<file path="config.mk">
export PLATFORM = sky130hd
export DESIGN_NAME = cline_maint_seq
export DESIGN_NICKNAME = d
export VERILOG_FILES = /design/src/rtl/clm_pkg.sv /design/src/rtl/clm_tag_store.sv /design/src/rtl/clm_line_store.sv /design/src/rtl/clm_ctrl.sv /design/src/rtl/cline_maint_seq.sv
export SDC_FILE = /design/constraint.sdc
export NUM_CORES = 1
export LEC_CHECK = 0
export BUFFER_PORTS_ARGS = -buffer_cell sky130_fd_sc_hd__buf_2
export CAP_MARGIN = 40
export CORE_ASPECT_RATIO = 2
export CORE_MARGIN = 2
export CORE_UTILIZATION = 45
export CTS_CLUSTER_SIZE = 14
export DETAILED_ROUTE_END_ITERATION = 16
export PLACE_DENSITY = 0.7
export SLEW_MARGIN = 5
export SYNTH_ARGS = -nofsm -noshare
export SYNTH_HDL_FRONTEND = slang
export SYNTH_SLANG_ARGS = --single-unit
</file>
<file path="constraint.sdc">
create_clock -name clk -period 4 [get_ports clk]
set_input_delay 0.8 -clock clk [delete_from_list [all_inputs] [get_ports clk]]
set_output_delay 0.8 -clock clk [all_outputs]
set_load 0.05 [all_outputs]
</file>
<file path="src/rtl/clm_pkg.sv">
`timescale 1ns/1ps
package clm_pkg;

    localparam logic [4:0] HINT_WBINV  = 5'd25;
    localparam logic [4:0] HINT_CLEAN  = 5'd27;
    localparam logic [4:0] HINT_LOCK   = 5'd28;
    localparam logic [4:0] HINT_UNLOCK = 5'd29;
    localparam logic [4:0] HINT_ZALLOC = 5'd30;

    typedef enum logic [2:0] {
        OP_NOP, OP_WBINV, OP_CLEAN, OP_LOCK, OP_UNLOCK, OP_ZALLOC
    } clm_op_e;

    typedef enum logic [2:0] {
        S_IDLE, S_LOOKUP, S_WB_REQ, S_WB_WAIT, S_ZERO_FILL, S_UPDATE, S_DONE
    } clm_state_e;

    typedef enum logic [2:0] {
        ST_NOP      = 3'd0,
        ST_MISS     = 3'd1,
        ST_LOCKED   = 3'd2,
        ST_HIT      = 3'd3,
        ST_INVAL    = 3'd4,
        ST_WB       = 3'd5,
        ST_ALLOC    = 3'd6,
        ST_WB_ALLOC = 3'd7
    } clm_status_e;

    typedef struct packed {
        logic valid;
        logic dirty;
        logic lock;
    } clm_flags_t;

    function automatic clm_op_e hint_to_op(input logic [4:0] hint);
        case (hint)
            HINT_WBINV:  return OP_WBINV;
            HINT_CLEAN:  return OP_CLEAN;
            HINT_LOCK:   return OP_LOCK;
            HINT_UNLOCK: return OP_UNLOCK;
            HINT_ZALLOC: return OP_ZALLOC;
            default:     return OP_NOP;
        endcase
    endfunction

endpackage

</file>
<file path="src/rtl/clm_tag_store.sv">
`timescale 1ns/1ps
module clm_tag_store
    import clm_pkg::*;
#(
    parameter int SETS  = 16,
    parameter int TAG_W = 24,
    localparam int IDX_W = $clog2(SETS)
) (
    input  logic             clk,
    input  logic             rst,
    input  logic [IDX_W-1:0] idx,
    output logic [TAG_W-1:0] rd_tag,
    output clm_flags_t       rd_flags,
    input  logic             we,
    input  logic [TAG_W-1:0] wr_tag,
    input  clm_flags_t       wr_flags
);
    logic [TAG_W-1:0] tag_q  [SETS];
    clm_flags_t       flag_q [SETS];

    for (genvar g = 0; g < SETS; g++) begin : g_set
        always_ff @(posedge clk) begin
            if (rst) begin
                flag_q[g] <= '0;
            end else if (we && idx == IDX_W'(g)) begin
                flag_q[g] <= wr_flags;
            end
        end
        always_ff @(posedge clk) begin
            if (we && idx == IDX_W'(g)) begin
                tag_q[g] <= wr_tag;
            end
        end
    end

    assign rd_tag   = tag_q[idx];
    assign rd_flags = flag_q[idx];
endmodule

</file>
<file path="src/rtl/clm_line_store.sv">
`timescale 1ns/1ps
module clm_line_store #(
    parameter int SETS   = 16,
    parameter int WORDS  = 4,
    parameter int WORD_W = 32,
    localparam int IDX_W  = $clog2(SETS),
    localparam int WSEL_W = $clog2(WORDS),
    localparam int LINE_W = WORDS * WORD_W
) (
    input  logic              clk,
    input  logic [IDX_W-1:0]  idx,
    output logic [LINE_W-1:0] rd_line,
    input  logic              we,
    input  logic [WSEL_W-1:0] wr_word,
    input  logic [WORD_W-1:0] wr_data
);
    logic [WORD_W-1:0] data_q [SETS][WORDS];

    for (genvar s = 0; s < SETS; s++) begin : g_set
        for (genvar w = 0; w < WORDS; w++) begin : g_word
            always_ff @(posedge clk) begin
                if (we && idx == IDX_W'(s) && wr_word == WSEL_W'(w)) begin
                    data_q[s][w] <= wr_data;
                end
            end
        end
    end

    always_comb begin
        for (int w = 0; w < WORDS; w++) begin
            rd_line[w*WORD_W +: WORD_W] = data_q[idx][w];
        end
    end
endmodule

</file>
<file path="src/rtl/clm_ctrl.sv">
`timescale 1ns/1ps
module clm_ctrl
    import clm_pkg::*;
#(
    parameter int WORDS = 4,
    parameter int IDX_W = 4,
    parameter int TAG_W = 24,
    localparam int WSEL_W = $clog2(WORDS)
) (
    input  logic              clk,
    input  logic              rst,
    input  logic              cmd_valid,
    input  logic [4:0]        cmd_hint,
    input  logic [TAG_W-1:0]  cmd_tag,
    input  logic [IDX_W-1:0]  cmd_idx,
    output logic              cmd_ready,
    output logic              done,
    output clm_status_e       status,
    input  logic [TAG_W-1:0]  rd_tag,
    input  clm_flags_t        rd_flags,
    output logic [IDX_W-1:0]  idx,
    output logic              tag_we,
    output logic [TAG_W-1:0]  tag_wdata,
    output clm_flags_t        flags_wdata,
    output logic              fill_we,
    output logic [WSEL_W-1:0] fill_word,
    output logic              mem_req,
    input  logic              mem_ack,
    output logic [TAG_W-1:0]  wb_tag
);
    clm_state_e        state_q, state_d;
    clm_op_e           op_q;
    clm_status_e       status_q, status_d;
    logic [TAG_W-1:0]  tag_q, vtag_q, vtag_d;
    logic [IDX_W-1:0]  idx_q;
    logic [WSEL_W-1:0] word_q, word_d;
    logic              hit;

    assign hit = rd_flags.valid && (rd_tag == tag_q);

    always_comb begin
        state_d     = state_q;
        status_d    = status_q;
        vtag_d      = vtag_q;
        word_d      = word_q;
        tag_we      = 1'b0;
        tag_wdata   = tag_q;
        flags_wdata = '0;
        fill_we     = 1'b0;
        mem_req     = 1'b0;
        case (state_q)
            S_IDLE: if (cmd_valid) state_d = S_LOOKUP;
            S_LOOKUP: begin
                vtag_d = rd_tag;
                word_d = '0;
                state_d = S_DONE;
                case (op_q)
                    OP_WBINV, OP_CLEAN: begin
                        if (!hit)                status_d = ST_MISS;
                        else if (rd_flags.lock)  status_d = ST_LOCKED;
                        else if (rd_flags.dirty) begin
                            status_d = ST_WB;
                            state_d  = S_WB_REQ;
                        end else if (op_q == OP_WBINV) begin
                            status_d = ST_INVAL;
                            state_d  = S_UPDATE;
                        end else                 status_d = ST_HIT;
                    end
                    OP_LOCK, OP_UNLOCK: begin
                        if (!hit) status_d = ST_MISS;
                        else begin
                            status_d = ST_HIT;
                            state_d  = S_UPDATE;
                        end
                    end
                    OP_ZALLOC: begin
                        if (rd_flags.valid && rd_flags.lock) status_d = ST_LOCKED;
                        else if (hit)                        status_d = ST_HIT;
                        else if (rd_flags.valid && rd_flags.dirty) begin
                            status_d = ST_WB_ALLOC;
                            state_d  = S_WB_REQ;
                        end else begin
                            status_d = ST_ALLOC;
                            state_d  = S_ZERO_FILL;
                        end
                    end
                    default: status_d = ST_NOP;
                endcase
            end
            S_WB_REQ: begin
                mem_req = 1'b1;
                state_d = S_WB_WAIT;
            end
            S_WB_WAIT: begin
                if (mem_ack) state_d = (op_q == OP_ZALLOC) ? S_ZERO_FILL : S_UPDATE;
            end
            S_ZERO_FILL: begin
                fill_we = 1'b1;
                if (word_q == WSEL_W'(WORDS - 1)) state_d = S_UPDATE;
                else word_d = word_q + 1'b1;
            end
            S_UPDATE: begin
                tag_we  = 1'b1;
                state_d = S_DONE;
                case (op_q)
                    OP_CLEAN:  flags_wdata = '{valid: 1'b1, dirty: 1'b0, lock: 1'b0};
                    OP_ZALLOC: flags_wdata = '{valid: 1'b1, dirty: 1'b1, lock: 1'b0};
                    OP_LOCK, OP_UNLOCK: begin
                        flags_wdata      = rd_flags;
                        flags_wdata.lock = (op_q == OP_LOCK);
                    end
                    default:   flags_wdata = '0;
                endcase
            end
            S_DONE:  state_d = S_IDLE;
            default: state_d = S_IDLE;
        endcase
    end

    always_ff @(posedge clk) begin
        if (rst) begin
            state_q  <= S_IDLE;
            status_q <= ST_NOP;
            op_q     <= OP_NOP;
            tag_q    <= '0;
            idx_q    <= '0;
            vtag_q   <= '0;
            word_q   <= '0;
        end else begin
            state_q  <= state_d;
            status_q <= status_d;
            vtag_q   <= vtag_d;
            word_q   <= word_d;
            if (state_q == S_IDLE && cmd_valid) begin
                op_q  <= hint_to_op(cmd_hint);
                tag_q <= cmd_tag;
                idx_q <= cmd_idx;
            end
        end
    end

    assign cmd_ready = (state_q == S_IDLE);
    assign done      = (state_q == S_DONE);
    assign status    = status_q;
    assign idx       = idx_q;
    assign fill_word = word_q;
    assign wb_tag    = vtag_q;
endmodule

</file>
<file path="src/rtl/cline_maint_seq.sv">
`timescale 1ns/1ps
module cline_maint_seq
    import clm_pkg::*;
#(
    parameter int WORDS  = 4,
    parameter int WORD_W = 32,
    parameter int SETS   = 16,
    parameter int ADDR_W = 32,
    localparam int LINE_W = WORDS * WORD_W,
    localparam int OFF_W  = $clog2(LINE_W / 8),
    localparam int IDX_W  = $clog2(SETS),
    localparam int TAG_W  = ADDR_W - IDX_W - OFF_W,
    localparam int WSEL_W = $clog2(WORDS)
) (
    input  logic              clk,
    input  logic              rst,
    input  logic              cmd_valid,
    output logic              cmd_ready,
    input  logic [4:0]        cmd_hint,
    input  logic [ADDR_W-1:0] cmd_addr,
    output logic              done,
    output logic [2:0]        done_status,
    output logic              mem_req,
    output logic [ADDR_W-1:0] mem_addr,
    output logic [LINE_W-1:0] mem_data,
    input  logic              mem_ack
);
    logic [TAG_W-1:0]  rd_tag, tag_wdata, wb_tag;
    clm_flags_t        rd_flags, flags_wdata;
    logic [IDX_W-1:0]  idx;
    logic              tag_we, fill_we;
    logic [WSEL_W-1:0] fill_word;
    clm_status_e       status;
    logic              unused_offset;

    assign unused_offset = ^cmd_addr[OFF_W-1:0];

    clm_ctrl #(.WORDS(WORDS), .IDX_W(IDX_W), .TAG_W(TAG_W)) u_ctrl (
        .clk(clk), .rst(rst),
        .cmd_valid(cmd_valid), .cmd_hint(cmd_hint),
        .cmd_tag(cmd_addr[ADDR_W-1 -: TAG_W]),
        .cmd_idx(cmd_addr[OFF_W +: IDX_W]),
        .cmd_ready(cmd_ready), .done(done), .status(status),
        .rd_tag(rd_tag), .rd_flags(rd_flags), .idx(idx),
        .tag_we(tag_we), .tag_wdata(tag_wdata), .flags_wdata(flags_wdata),
        .fill_we(fill_we), .fill_word(fill_word),
        .mem_req(mem_req), .mem_ack(mem_ack), .wb_tag(wb_tag)
    );

    clm_tag_store #(.SETS(SETS), .TAG_W(TAG_W)) u_tags (
        .clk(clk), .rst(rst), .idx(idx),
        .rd_tag(rd_tag), .rd_flags(rd_flags),
        .we(tag_we), .wr_tag(tag_wdata), .wr_flags(flags_wdata)
    );

    clm_line_store #(.SETS(SETS), .WORDS(WORDS), .WORD_W(WORD_W)) u_lines (
        .clk(clk), .idx(idx), .rd_line(mem_data),
        .we(fill_we), .wr_word(fill_word), .wr_data('0)
    );

    assign done_status = status;
    assign mem_addr    = {wb_tag, idx, {OFF_W{1'b0}}};
endmodule

</file>
==> key figures, run 1 <==
Placement
  – Final RePlAce weighted congestion: 0.845
  – # placed instances: 2126
  – Dpl hpwl: 34300 um
  – Setup slack at placement: -24.4 ps
  – PortBufs: 70

Power
  – Peak VDD IR: 0.316 mV
  – Cell leakage power: 8.14 nW
  – Comb power frac: 18.7%
  – Flop pwr share: 50.3%
  – Switch Pwr: 3.57 mW
  – Switching Share: 29.2%
  – Int Pwr: 8.66 mW
  – Clk pwr share: 31.0%
  – Power Density: 516 nW/um^2

Setup path
  – Crit path largest cell delay: 540 ps
  – CP top delay family: simple AND/OR/NAND/NOR gates
  – Setup CP Type: reg2reg
  – Reg-to-Reg End: u_ctrl.state_q[0]
  – Reg2Reg Setup Slack: 240 ps
  – Worst Path Buf+Inv: 3
  – Critical Path AT: 4240 ps
  – Critical-path maximum fanout: 12
  – Worst EP required: 4480 ps
  – Cell Chain, Critical Path: buf_4 > buf_4 > mux2i_1 > a221oi_1 > a22oi_1 > a2111oi_0 > buf_1 > or4_1 > or4_4 > or4_1 > a31oi_1
  – Critical path's slowest cell: or4_4
  – Setup crit start kind: register
  – Critical Path Sink Type: register
  – Reg2reg path depth: 11

Global route
  – Initial antenna violation count: 0
  – Vias in the first global route: 12.4k
  – Global-route wire length before repair: 77300 um
  – Congestion Overflow GR: 0
  – Pin count of the biggest net entering global routing: 60
  – Overall Global Routing Usage: 21.0%

Synth
  – Post-synth design cell area: 21600 sq um
  – Yosys reg bits: 499
  – Yosys cell types: 69
  – Area fraction of the dominant cell type after synthesis: 60.1%
  – Top post-synthesis cells by area: edfxtp_1 60%, mux4_2 9.1%, dfxtp_1 6.2%
  – Synth Area per Inst: 15.2 sq um
  – Asr flop ratio synth: 0%
  – Post-synth top area cell: edfxtp_1
  – Predominant post-synthesis flop cell: edfxtp_1
  – EDFF count, synth: 432
  – Mapped Cells: 1419
  – Post-synthesis sequential area ratio: 66.3%
  – Ys Warns: 0

Clock tree
  – Clk sinks: 499
  – Maximum clock path buffer count: 3
  – CTS tree: built
  – TritonCTS buffer count: 42
  – Clk_lat worst skew: 560 ps
  – Cts hold-fix bufs: 0
  – Root Driver: clkbuf_16
  – H-tree levels: 2
  – CTS clk-pin slew, worst paths: 70 ps

STA
  – Highest Clock Rate: 266 MHz
  – Max-slew violation count: 0
  – Rel. slew slack: 44.6%
  – Final min period: 3760 ps
  – Max Clock Skew: 20.6 ps
  – Final WS setup: 243 ps
  – Period utilisation layout: 93.9%
  – Worst Max-Slew Pin Slew: 829 ps
  – RSZ-0062 raised after global routing: no
  – Final setup vio count: 0
  – Fin. Hold Viols: 0

Floorplan
  – Initial Util: 45.6%
  – Total I/O pin count: 207
  – Die Y: 314 um
  – Die footprint: 49800 sq um
  – Core Region: 47400 sq um
  – Row count: 113
  – Die width: 159 um

Worst hold path
  – Hold Crit Endpoint: u_ctrl.wb_tag[1]
  – Hold wc startpoint: u_ctrl.wb_tag[1]
  – Hold WC Path Type: reg2reg
  – Hold path depth: 2

Detailed routing
  – DR pass1 iterations: 5
  – DRT antenna net count: 0
  – Routed vias: 12.4k
  – Post-DR wirelength/cell: 24.1 um
  – DR iter-0 viols: 1140
  – Drt drc: 0
  – Detailed Route WL: 53200 um
  – Drt via density: 5.64

Layout
  – Commonest cells after routing, fill and taps aside: 432 x edfxtp_1, 141 x nand2_1, 132 x conb_1, 87 x mux4_2, 72 x buf_2
  – Ant. Diodes: 0
  – Final Instance Count excl. Fillers: 2204
  – Layout Nets: 1581
  – # fillers: 3889
  – Synth-to-Final Area Change: 9.96%
  – Most common library cell in the layout ignoring fill and taps: edfxtp_1
  – Fraction of layout cells with a size suffix above 1: 19.6%

Outcome
  – Status: finished, final reports clean

Run
  – Max cap viols: 0
## cell type report
| type | count | area (sq um) | share of cell area (%) |
|---|---|---|---|
| Inverter | 28 | 105 | 0.443 |
| Tap cell | 632 | 791 | 3.33 |
| Sequential cell | 499 | 14300 | 60.4 |
| Multi-Input combinational cell | 816 | 6190 | 26.1 |
| Clock inverter | 7 | 53.8 | 0.227 |
| Clock buffer | 70 | 1180 | 4.96 |
| Timing Repair Buffer | 152 | 1080 | 4.55 |
## registers in the layout, summed over array words and instances, names as in the netlist, named ones only
| name | flops |
|---|---|
| u_ctrl.fill_word | 2 |
| u_ctrl.idx | 4 |
| u_ctrl.op_q | 3 |
| u_ctrl.state_q | 3 |
| u_ctrl.status | 3 |
| u_ctrl.tag_wdata | 24 |
| u_ctrl.wb_tag | 24 |
| u_tags.flag_q | 48 |
| u_tags.tag_q | 384 |
## metal layers
metal  global-route usage (%)  wire (um)
met1                     23.3      18100
met2                     38.9      28300
met3                     2.35       3700
met4                     12.4       3110
met5                        0          0
## worst max path at each step
| stage | start | endpoint | slack (ps) | depth (start not counted) |
|---|---|---|---|---|
| final | register | u_ctrl.state_q[0] | 240 | 11 |
| after global routing | register | u_ctrl.state_q[0] | 20 | 9 |
| after CTS | register | u_ctrl.state_q[0] | 130 | 11 |
| after detailed placement | register | u_ctrl.status[1] | -20 | 11 |
| after global placement | register | u_ctrl.status[1] | 60 | 11 |
| after floorplan | register | u_ctrl.state_q[0] | 770 | 10 |
## cell usage after synthesis, types with 6 or more instances
| library cell | instances |
|---|---|
| nand3_1 | 16 |
| dfxtp_1 | 67 |
| nand2b_1 | 26 |
| o22ai_1 | 13 |
| nor3_1 | 69 |
| buf_4 | 137 |
| nand2_1 | 141 |
| a221oi_1 | 10 |
| a21oi_1 | 67 |
| buf_6 | 13 |
| and2_1 | 8 |
| a211oi_1 | 12 |
| xor2_1 | 8 |
| mux2i_1 | 40 |
| mux4_2 | 87 |
| xnor2_1 | 13 |
| inv_1 | 27 |
| mux2_2 | 7 |
| nor4_1 | 6 |
| clkbuf_1 | 39 |
| nor2b_1 | 9 |
| o21ai_0 | 11 |
| mux4_1 | 10 |
| buf_2 | 8 |
| edfxtp_1 | 432 |
| nor2_1 | 37 |
| a22oi_1 | 14 |
## timing repair
action,4_1_cts,5_1_grt
gates resized for setup,1,1
setup buffers,0,1
setup endpoints to repair,1,1
## worst min-delay path, stage by stage (launching register included)
cell,delay [ps]
dfxtp_1,310
nand2_1,50
a21oi_1,50
## metrics by stage
| step | total power, mW | util (%) | TNS (ps) | area, sq um | hold slack, ps |
|---|---|---|---|---|---|
| 2_1_floorplan | 7.90 | - | 0 | 22100 | 481 |
| 3_3_place_gp | 8.46 | 47.2 | 0 | 22400 | 441 |
| 3_5_place_dp | 8.54 | 47.4 | -24.4 | 22500 | 444 |
| 4_1_cts | 12.3 | 50.0 | 0 | 23700 | 452 |
| 5_1_grt | 12.6 | 50.1 | 0 | 23700 | 468 |
| 6_report | 12.2 | 50.1 | 0 | 23700 | 448 |
## power groups by stage
stage,clock [mW],sequential (mW),combinational [mW]
after floorplan,0,6.32,1.58
after global placement,0,6.25,2.21
after detailed placement,0,6.27,2.27
after CTS,3.85,6.16,2.28
after global routing,4.03,6.18,2.43
final,3.80,6.16,2.29
## logic make-up after synthesis
group | share of synthesized area [%]
mux | 12.5
simple gates | 7.68
flops | 66.3
fa+ha+maj | 0.0580
xor+xnor | 0.852
buf+inv | 7.28
other cells | 0.0174
compound gates | 5.25
No activity file was read; power rests on OpenSTA's default activity.
==> run 2: changes to the inputs <==
--- a/config.mk
+++ b/config.mk
@@ -12,7 +12,6 @@
 export CORE_UTILIZATION = 45
 export CTS_CLUSTER_SIZE = 14
 export DETAILED_ROUTE_END_ITERATION = 16
-export PLACE_DENSITY = 0.7
 export SLEW_MARGIN = 5
 export SYNTH_ARGS = -nofsm -noshare
 export SYNTH_HDL_FRONTEND = slang
==> run 2 against run 1 <==
Compared with the run above:
- critical path depth stayed put
- die area stayed put
- non-clock buffer count is 11 higher
- wire length is 2.1% higher
- cell count is 0.59% higher
- sequential power hardly changed
- first-iteration DRC count is 9.0% lower
- via count is 0.66% lower
- combinational power hardly changed
- clock power is 9.7% higher
- critical endpoint unchanged
- largest cell class unchanged
- highest routed layer unchanged
==> key figures, run 2 (synthesized netlist as in run 1, its figures left out) <==
Run
  – Max cap viols: 0

STA
  – Rel. slew slack: 38.8%
  – Highest Clock Rate: 263 MHz
  – Setup TNS Final: 0 ps
  – Final min period: 3800 ps
  – Max-slew violation count: 0
  – Fin. Hold Viols: 0
  – Max Clock Skew: 11.0 ps
  – Worst Max-Slew Pin Slew: 916 ps
  – RSZ-0062 raised after global routing: no
  – Final setup vio count: 0
  – Period utilisation layout: 95.0%
  – Final WS setup: 202 ps

Global route
  – Initial antenna violation count: 0
  – Grt met3 use: 2.55%
  – Congestion Overflow GR: 0
  – GRT busiest layer: met2
  – Overall Global Routing Usage: 21.6%
  – Global-route wire length before repair: 78900 um
  – Pin count of the biggest net entering global routing: 55
  – Vias in the first global route: 12.3k
  – Global-route met1 utilization: 25.4%
  – GR Layer Usage met2: 39.5%

Setup path
  – Critical Path AT: 4300 ps
  – Reg2Reg Setup Slack: 200 ps
  – Setup CP Type: reg2reg
  – Worst EP required: 4500 ps
  – Critical Path Sink Type: register
  – Critical-path maximum fanout: 20
  – Setup crit start kind: register

Detailed routing
  – DRT antenna net count: 0
  – Post-DR wirelength/cell: 24.5 um
  – DR pass1 iterations: 7
  – Routed vias: 12.3k
  – Drt via density: 5.57
  – Detailed Route WL: 54400 um
  – Drt drc: 0
  – DR iter-0 viols: 1037

Floorplan
  – Total I/O pin count: 207
  – Die width: 159 um
  – Core Region: 47400 sq um
  – Row count: 113
  – Die Y: 314 um
  – Initial Util: 45.6%
  – Die footprint: 49800 sq um

Layout
  – Fraction of layout cells with a size suffix above 1: 20.6%
  – Max reg flops: 384
  – Ant. Diodes: 0
  – Layout Nets: 1593
  – Largest registers: u_tags.tag_q x384, u_tags.flag_q x48
  – Largest reg by FF count: u_tags.tag_q
  – Commonest cells after routing, fill and taps aside: 432 x edfxtp_1, 141 x nand2_1, 132 x conb_1, 87 x mux4_2, 81 x buf_4
  – Most common library cell in the layout ignoring fill and taps: edfxtp_1
  – Synth-to-Final Area Change: 11.1%

Clock tree
  – Maximum clock path buffer count: 3
  – TritonCTS buffer count: 43
  – Root Driver: clkbuf_16
  – Clk sinks: 499
  – Clk_lat worst skew: 570 ps
  – CTS clk-pin slew, worst paths: 70 ps
  – H-tree levels: 2
  – CTS tree: built
  – PostCTS Resize Cnt: 0

Placement
  – Dpl hpwl: 35000 um
  – Setup slack at placement: 208 ps
  – PortBufs: 70
  – Final RePlAce weighted congestion: 0.869

Power
  – Power Density: 527 nW/um^2
  – Cell leakage power: 8.27 nW
  – Overall Power: 12.6 mW
  – Peak VDD IR: 0.353 mV

Worst hold path
  – Hold WC Path Type: reg2reg

Outcome
  – Status: finished, final reports clean
==> run 2: cell count changes in the layout (fill, tap and decap cells not counted), moves of 2 or more <==
cell,change
buf_16,-3
buf_12,+6
clkbuf_16,+2
clkbuf_8,+5
buf_2,-2
clkbuf_1,-3
clkinv_1,-3
buf_4,+10
bufinv_16,+2
==> run 2: area by class of cell <==
type                       count  area [sq um]
inverter                      28           105
sequential                   499         14300
fill                        3986         23400
multi-input combinational    816          6180
clock inverter                 5          90.1
clock buffer                  74          1280
tap                          632           791
timing repair buffer         163          1190
==> run 2: layer usage <==
layer  up-vias  part of all wire [%]
met5         -                     0
met4         0                   4.8
met3       123                   5.4
met2       514                    53
met1      6276                    37
li1       5430                     -
==> run 2: critical path, cell delays in order, from the launching register on <==
cell and delay [ps]:
dfxtp_2 590, buf_12 190, buf_12 180, mux2_2 350, o2bb2ai_1 220, nor4_1 80
clkdlybuf4s15_2 290, a2111oi_0 390, nand4b_1 260, or3_1 460, or4_1 540, a31oi_1 170
==> run 2: final timing paths <==
kind                                        start           endpoint  depth (start not counted)
worst max-delay path                     register  u_ctrl.state_q[0]                         11
worst min-delay path            u_ctrl.wb_tag[17]  u_ctrl.wb_tag[17]                          2
worst max register to register           register  u_ctrl.state_q[0]                         11
worst min register to register  u_ctrl.wb_tag[17]  u_ctrl.wb_tag[17]                          2
==> run 2: timing repair <==
action	in CTS	in global routing
hold endpoints to repair	0	0
setup buffers	0	7
endpoints found under the setup margin	0	1
hold buffers	0	0
==> run 2: metrics by stage <==
stage	instances	instance area [sq um]	hold slack [ps]	utilization, %
after global placement	2128	22500	442	47.5
after CTS	2210	23900	441	50.5
after floorplan	1550	22100	481	-
after global routing	2217	24000	459	50.6
final	2217	24000	450	50.6
after detailed placement	2131	22500	444	47.6
==> run 2: power by group <==
part	total (mW)	switching (mW)	internal (mW)
sequential	6.15	0.264	5.89
combinational	2.30	1.53	0.771
clock	4.17	1.85	2.32
total	12.6	3.64	8.98
